File: src/rtl/ofs_pkg.sv
package ofs_pkg;

  typedef enum logic [1:0] {
    MODE_PAR = 2'b00,
    MODE_P16 = 2'b01,
    MODE_P8  = 2'b10,
    MODE_SER = 2'b11
  } loadMode_e;

  // Strobes from control to datapath, one cycle each
  typedef struct packed {
    logic clear;
    logic ldPreset;
    logic presetBig;
    logic ldY;
    logic ldX;
    logic shift;
  } ofsStrobe_t;

endpackage

File: src/rtl/ofsCtrl.sv
module ofsCtrl
  import ofs_pkg::*;
#(
  parameter int OFS_W = 10
) (
  input  logic       clk,
  input  logic       rstN,
  input  logic       selHiSenN,
  input  logic       selLoSd,
  input  logic       wrEn,
  output ofsStrobe_t strobe,
  output loadMode_e  mode,
  output logic       done
);
  localparam int BITS  = 2 * OFS_W;
  localparam int CNT_W = $clog2(BITS + 1);

  loadMode_e        modeQ;
  logic [CNT_W-1:0] cnt;
  logic             doneQ;
  logic             active;
  logic             finish;

  always_comb begin
    active          = rstN && !doneQ;
    strobe          = '0;
    strobe.clear    = !rstN;
    strobe.presetBig = (modeQ == MODE_P16);
    strobe.ldPreset = active && ((modeQ == MODE_P8) || (modeQ == MODE_P16));
    strobe.ldY      = active && (modeQ == MODE_PAR) && wrEn && (cnt == '0);
    strobe.ldX      = active && (modeQ == MODE_PAR) && wrEn && (cnt == CNT_W'(1));
    strobe.shift    = active && (modeQ == MODE_SER) && !selHiSenN;
    finish = strobe.ldPreset || strobe.ldX ||
             (strobe.shift && (cnt == CNT_W'(BITS - 1)));
  end

  always_ff @(posedge clk) begin
    if (!rstN) begin
      modeQ <= loadMode_e'({selHiSenN, selLoSd});
      cnt   <= '0;
      doneQ <= 1'b0;
    end else begin
      if (strobe.ldY || strobe.shift) cnt <= cnt + CNT_W'(1);
      if (finish) doneQ <= 1'b1;
    end
  end

  assign mode = modeQ;
  assign done = doneQ;
endmodule

File: src/rtl/ofsData.sv
module ofsData
  import ofs_pkg::*;
#(
  parameter int OFS_W    = 10,
  parameter int PRESET_S = 8,
  parameter int PRESET_L = 16
) (
  input  logic             clk,
  input  ofsStrobe_t       strobe,
  input  logic             serBit,
  input  logic [OFS_W-1:0] din,
  output logic [OFS_W-1:0] xOfs,
  output logic [OFS_W-1:0] yOfs
);
  logic [OFS_W-1:0] presetVal;

  assign presetVal = strobe.presetBig ? OFS_W'(PRESET_L) : OFS_W'(PRESET_S);

  always_ff @(posedge clk) begin
    if (strobe.clear) begin
      xOfs <= '0;
      yOfs <= '0;
    end else if (strobe.ldPreset) begin
      xOfs <= presetVal;
      yOfs <= presetVal;
    end else if (strobe.ldY) begin
      yOfs <= din;
    end else if (strobe.ldX) begin
      xOfs <= din;
    end else if (strobe.shift) begin
      {yOfs, xOfs} <= {yOfs[OFS_W-2:0], xOfs, serBit};
    end
  end
endmodule

File: src/rtl/ofsLoader.sv
module ofsLoader
  import ofs_pkg::*;
#(
  parameter int DEPTH    = 1024,
  parameter int DATA_W   = 36,
  parameter int PRESET_S = 8,
  parameter int PRESET_L = 16,
  localparam int OFS_W   = $clog2(DEPTH)
) (
  input  logic              clk,
  input  logic              rstN,
  input  logic              selHiSenN,
  input  logic              selLoSd,
  input  logic              wrEn,
  input  logic [DATA_W-1:0] wrData,
  output logic [OFS_W-1:0]  xOfs,
  output logic [OFS_W-1:0]  yOfs,
  output logic              loadDone
);
  ofsStrobe_t strobe;
  loadMode_e  mode;
  logic       unusedHiBits;

  assign unusedHiBits = ^wrData[DATA_W-1:OFS_W];

  ofsCtrl #(.OFS_W(OFS_W)) u_ctrl (
    .clk(clk), .rstN(rstN), .selHiSenN(selHiSenN), .selLoSd(selLoSd),
    .wrEn(wrEn), .strobe(strobe), .mode(mode), .done(loadDone)
  );

  ofsData #(.OFS_W(OFS_W), .PRESET_S(PRESET_S), .PRESET_L(PRESET_L)) u_data (
    .clk(clk), .strobe(strobe), .serBit(selLoSd), .din(wrData[OFS_W-1:0]),
    .xOfs(xOfs), .yOfs(yOfs)
  );
endmodule

File: config.mk
export PLATFORM = sky130hd
export DESIGN_NAME = ofsLoader
export DESIGN_NICKNAME = d
export VERILOG_FILES = /design/src/rtl/ofs_pkg.sv /design/src/rtl/ofsCtrl.sv /design/src/rtl/ofsData.sv /design/src/rtl/ofsLoader.sv
export SDC_FILE = /design/constraint.sdc
export NUM_CORES = 1
export LEC_CHECK = 0
export ABC_AREA = 1
export ABC_CLOCK_PERIOD_IN_PS = 2150
export BUFFER_PORTS_ARGS = -buffer_cell sky130_fd_sc_hd__buf_2
export CAP_MARGIN = 20
export CORE_MARGIN = 2
export CORE_UTILIZATION = 45
export DETAILED_ROUTE_END_ITERATION = 12
export GPL_TIMING_DRIVEN = 1
export HOLD_SLACK_MARGIN = 0.08
export PLACE_DENSITY = 0.82
export SLEW_MARGIN = 40
export SYNTH_ARGS = -nofsm -noshare
export SYNTH_HDL_FRONTEND = slang
export SYNTH_SLANG_ARGS = --single-unit
File: constraint.sdc
create_clock -name clk -period 2.15 [get_ports clk]
set_clock_uncertainty 0.2 [all_clocks]
set_input_delay 0 -clock clk [delete_from_list [all_inputs] [get_ports clk]]
set_output_delay 0 -clock clk [all_outputs]
set_load 0.02 [all_outputs]
After elaboration in Yosys (flattened, before gate mapping)
Cells that the tools add are included.
{"block": "word_totals", "latchBits": 0, "memories": 0, "wordCells": 43, "ramBits": 0, "out_inout_bits": 21, "reg_bits": 28, "rom_bits": 0, "inputBits": 41}
{"block": "op_classes", "n_mul": 0, "div_mod_pow": 0, "mux": 9, "n_reduce_logical": 21, "n_addsub": 1, "bitwise_logic": 0, "n_eq_ne": 7, "n_lt_le_gt_ge": 0, "shifts": 0}
{"cell": "two-way mux 10 bit", "n": 8}
{"cell": "logical AND 1 bit", "n": 9}
{"cell": "nonzero test 3 bit", "n": 2}
{"cell": "adder 5 x 1 -> 5 bit, second input constant", "n": 1}
{"cell": "== test 5 x 1 -> 1 bit, second input constant", "n": 1}
{"cell": "== test 5 bit, second input constant", "n": 1}
{"cell": "logical NOT 5 bit", "n": 1}
{"cell": "two-way mux 5 bit", "n": 1}
{"cell": "== test 2 bit, second input constant", "n": 2}
{"cell": "logical OR 1 bit", "n": 4}
{"cell": "AND reduction 2 bit", "n": 2}
{"cell": "!= test 3 x 1 -> 1 bit, second input constant", "n": 1}
{"cell": "== test 2 x 1 -> 1 bit, second input constant", "n": 1}
{"cell": "logical NOT 1 bit", "n": 2}
{"cell": "logical NOT 2 bit", "n": 1}
{"cell": "!= test 2 bit, second input constant", "n": 1}

Depth between registers and ports, before layout
{"block": "logic_depth", "depth_word": 8, "mapped_depth": 11}

Hierarchy
From an unflattened synthesis, not the netlist that was laid out.
{"block": "unflattened", "cells_unflattened": 258, "area_unflattened_um2": 1706.6}
{"mod": "ofsData", "cells_per_inst": 184, "seq_area_each_um2": 400.4, "area_per_inst_um2": 1129.8, "n_inst": 1}
{"mod": "ofsCtrl", "cells_per_inst": 74, "seq_area_each_um2": 180.2, "area_per_inst_um2": 576.8, "n_inst": 1}

Least setup slack after synthesis
Ideal clock, no wire load.
{"block": "synth_path", "path_kind": "reg2reg", "startpoint": "register u_ctrl.modeQ[0], in the netlist u_ctrl.mode[0]", "endpoint": "register u_data.yOfs[0]", "synth_period_minus_slack_ns": 1.780, "path_stages_with_launch": 10, "arrival_time_ns": 1.468, "setup_time_ns": 0.111, "required_ns": 1.839, "slack_ns": 0.370, "cell_sequence": "edfxtp_1 inv_1 ha_1 nand2_2 inv_2 a21oi_1 clkbuf_1 nand3b_1 nand2_1 nor2_1"}
{"block": "synth_via", "elab_chain_len": 6, "word_cells_on_any_way": 17, "cone_classes": "4 x eq/ne; 2 x mux; 11 x reduce/logical"}
{"element": "from (decl)", "line_no": "ofsCtrl.sv:18", "rtl": "loadMode_e modeQ;"}
{"element": "from (signal assigned)", "line_no": "ofsCtrl.sv:39", "rtl": "modeQ <= loadMode_e'({selHiSenN, selLoSd});"}
{"element": "logical NOT 2 bit", "line_no": "ofsCtrl.sv:30, ofsCtrl.sv:31"}
{"element": "logical AND 1 bit (2 in series)", "line_no": "ofsCtrl.sv:30, ofsCtrl.sv:31"}
{"element": "logical AND 1 bit, on equally long branches", "line_no": "ofsCtrl.sv:31, ofsCtrl.sv:30"}
{"element": "!= test 3 x 1 -> 1 bit (no source line), or another cell as far along"}
{"element": "AND reduction 2 bit (no source line) / two-way mux 10 bit (equally long branches)"}
{"element": "to (signal assigned)", "line_no": "ofsData.sv:25", "rtl": "yOfs <= presetVal;"}
{"element": "to (signal assigned)", "line_no": "ofsData.sv:27", "rtl": "yOfs <= din;"}
{"element": "to (signal assigned)", "line_no": "ofsData.sv:31", "rtl": "{yOfs, xOfs} <= {yOfs[OFS_W-2:0], xOfs, serBit};"}
{"element": "to (decl)", "line_no": "ofsData.sv:13", "rtl": "output logic [OFS_W-1:0] yOfs"}
Several ways; a longest one is shown, not always the timed one.
A chain may end at the register's enable or synchronous reset.

Final worst setup path
{"block": "layout_path", "startpoint": "input port rstN", "endpoint": "register u_data.xOfs[3]"}
{"block": "layout_via", "elab_chain_len": 7, "word_cells_on_any_way": 14, "cone_classes": "1 x eq/ne; 3 x mux; 10 x reduce/logical"}
{"element": "from (decl)", "line_no": "ofsLoader.sv:11", "rtl": "input logic rstN,"}
{"element": "logical AND 1 bit", "line_no": "ofsCtrl.sv:25", "rtl": "active = rstN && !doneQ;"}
{"element": "logical AND 1 bit (2 in series)", "line_no": "ofsCtrl.sv:30, ofsCtrl.sv:31"}
{"element": "logical AND 1 bit", "line_no": "ofsCtrl.sv:31", "rtl": "strobe.ldX = active && (modeQ == MODE_PAR) && wrEn && (cnt == CNT_W'(1));"}
{"element": "two-way mux 10 bit", "line_no": "ofsData.sv:28", "rtl": "end else if (strobe.ldX) begin"}
{"element": "two-way mux 10 bit", "line_no": "ofsData.sv:26", "rtl": "end else if (strobe.ldY) begin"}
{"element": "two-way mux 10 bit", "line_no": "ofsData.sv:23", "rtl": "end else if (strobe.ldPreset) begin"}
{"element": "to (signal assigned)", "line_no": "ofsData.sv:24", "rtl": "xOfs <= presetVal;"}
{"element": "to (signal assigned)", "line_no": "ofsData.sv:29", "rtl": "xOfs <= din;"}
{"element": "to (signal assigned)", "line_no": "ofsData.sv:31"}
{"element": "to (decl)", "line_no": "ofsData.sv:12", "rtl": "output logic [OFS_W-1:0] xOfs,"}
Several ways; a longest one is shown, not always the timed one. The select of a mux whose other input is x is not followed.

==> impl_metrics.toml <==
[die]
die_w_um = 65.1
initial_core_util_pct = 46.2
core_area_um2 = 3630
die_h_um = 65.1
die-area_um2 = 4230
row_count = 22
io_pins = 62

[grt]
antenna_found_initial = 0
grt_max_degree = 19
grt_pass1_wl_um = 6830
grt_pass1_vias = 1660
grt.overflow.total = 0
grt_util_all_layers_pct = 19.8

[power]
power_density_nw_per_um2 = 682
power_mw = 1.44
vdd_ir_drop_max_mv = 0.376
p_leak_nw = 1.16

[timing]
fmax_ghz = 0.512
worst_slew_pin_slew_ps = 318
slew_viol_final = 0
finalHoldViolCount = 0
final-setup-viol-count = 0
timing.hold.ws_ps = 245
rsz0062_at_grt = "false"
period_minus_slack_ps = 1950
min_period_over_period_pct = 90.8
layout_setup_ws_ps = 197
setup_tns_ps = 0
slew-limit-headroom_pct = 78.7

[clocking]
cts_buffers = 3
ctsHoldBuffers = 14
cts_setup_buffers = 0
cts_resized = 0
clockBufferDepth = 2
h-tree-depth = 1
cts_tree = "built"
clkTransAtPathRegs_ps = 100
cts_root_buf = "clkbuf_8"
clk_latency_ps = 270
cts_sinks = 28

[placement]
gp_congestion = 0.871
port_buffers = 35
dp_hpwl_um = 2690
dp_cells = 348
post_dp_cell_area_um2 = 1910
place_ws_ps = 240

[min_path]
min_from = "selHiSenN"
hold-path-cell-count = 2
holdPathEnd = "u_ctrl.mode[1]"
hold_class = "input pin to flop"

[route]
avgRoutedWirePerCell_um = 10.7
routed_wl_um = 3920
drc = 0
drtPass1Iterations = 4
vias = 1736
dr.first_iter.drc_count = 109
ant_nets = 0
vias_per_cell = 4.74

[synthesis]
synth_seq_cells = 28
synth-seq-area-share_pct = 34.6
ys_warn_count = 0
netlist_instances = 269
synth_nets = 316
ys_types = 24
netlist_area_um2 = 1680
avgSynthCellArea_um2 = 6.24

[layout]
final.fill_count = 340
layout_common_cells = "68 x nand2_1, 64 x nor2_1, 35 x buf_2, 31 x inv_1, 26 x dfxtp_1"
area_delta_synth_final_pct = 26.2
layout-drive-gt1-share_pct = 17.6
layout.cells.non_filler = 366
final_common_cell = "nand2_1"
design_area_um2 = 2120
nNetsFinal = 366
final_util_pct = 58.3
antenna_cells = 0

[worst_setup_path]
rr_worst_depth = 8
required_ps = 2170
critPathLaunchType = "input pin"
arrival_ps = 1970
cp_max_fo = 13
endpoint_kind = "flop"
r2r-start = "u_ctrl.mode[0]"
ff2ff_setup_slack_ps = 220
path_class = "input pin to flop"
r2r-end = "u_data.xOfs[3]"

[outcome]
status = "finished clean"

[job]
drv_cap = 0
-- power by group --
group / switching, mW / internal, mW
combinational: 0.281 / 0.176
clock: 0.168 / 0.203
sequential: 0.0346 / 0.582
-- final cells by class --
type	count	area, um2	share of cell area (%)
inverter	34	128	6.02
sequential	28	581	27.4
multi-input combinational	196	916	43.2
clock buffer	4	66.3	3.13
tap	48	60.1	2.84
timing repair buffer	56	368	17.4
-- routing by layer --
| layer | vias up | track usage [%] | share of wire (%) |
|---|---|---|---|
| li1 | 921 | - | - |
| met3 | 6 | 2.60 | 3.9 |
| met4 | 0 | 7.81 | 1.8 |
| met1 | 777 | 24.7 | 48 |
| met5 | - | 0 | 0 |
| met2 | 32 | 34.5 | 47 |
-- sequential cells by signal, indices dropped and copies added, names as in the netlist --
name         cells
u_ctrl.cnt       5
u_ctrl.done      1
u_ctrl.mode      2
u_data.xOfs     10
u_data.yOfs     10
-- logic make-up (layout without fill, tap and decap cells) --
family | Yosys count | after routing | synth area share (%)
AND/OR/NAND/NOR | 170 | 170 | 43.7
buffers and inverters | 45 | 94 | 10.8
flip-flops | 28 | 28 | 34.6
AO/OA/AOI/OAI | 19 | 19 | 5.89
adder cells (fa/ha/maj) | 6 | 6 | 4.47
XOR/XNOR | 1 | 1 | 0.522
-- cells in the mapped netlist --
master / number / area (um2)
inv_1: 31 / 116
buf_2: 4 / 20.0
clkbuf_1: 4 / 15.0
nor2_2: 1 / 6.26
nor3_1: 1 / 5.00
nor2_1: 64 / 240
nand3_1: 19 / 95.1
o21a_1: 1 / 7.51
a21oi_1: 7 / 35.0
nand2_2: 3 / 18.8
or2_1: 1 / 6.26
edfxtp_1: 2 / 60.1
buf_4: 2 / 15.0
nand2_1: 68 / 255
nand3b_1: 10 / 75.1
buf_1: 1 / 3.75
xor2_1: 1 / 8.76
ha_1: 6 / 75.1
a31oi_1: 1 / 6.26
o21ai_0: 10 / 50.1
inv_2: 3 / 11.3
nor2_4: 1 / 11.3
dfxtp_1: 26 / 521
nand3_2: 2 / 20.0
-- critical path, stage by stage --
cell	delay [ps]
dlygate4sd3_1	520
buf_2	280
inv_2	140
nor2_2	140
nand2_2	190
buf_4	240
or2_1	230
nand3_1	100
nor2_1	50
nor2_1	70
-- worst max path at each step --
stage | startpoint | endpoint | slack [ps] | cells after the start
2_1_floorplan | u_ctrl.mode[0] | u_data.yOfs[0] | 370 | 9
6_report | rstN | u_data.xOfs[3] | 200 | 10
4_1_cts | u_ctrl.mode[0] | u_data.xOfs[3] | 210 | 8
5_1_grt | rstN | u_data.xOfs[5] | 50 | 10
3_5_place_dp | u_ctrl.mode[0] | u_data.yOfs[8] | 240 | 9
3_3_place_gp | u_ctrl.mode[0] | u_data.xOfs[5] | 280 | 8
Power figures use the tool's default switching activity.
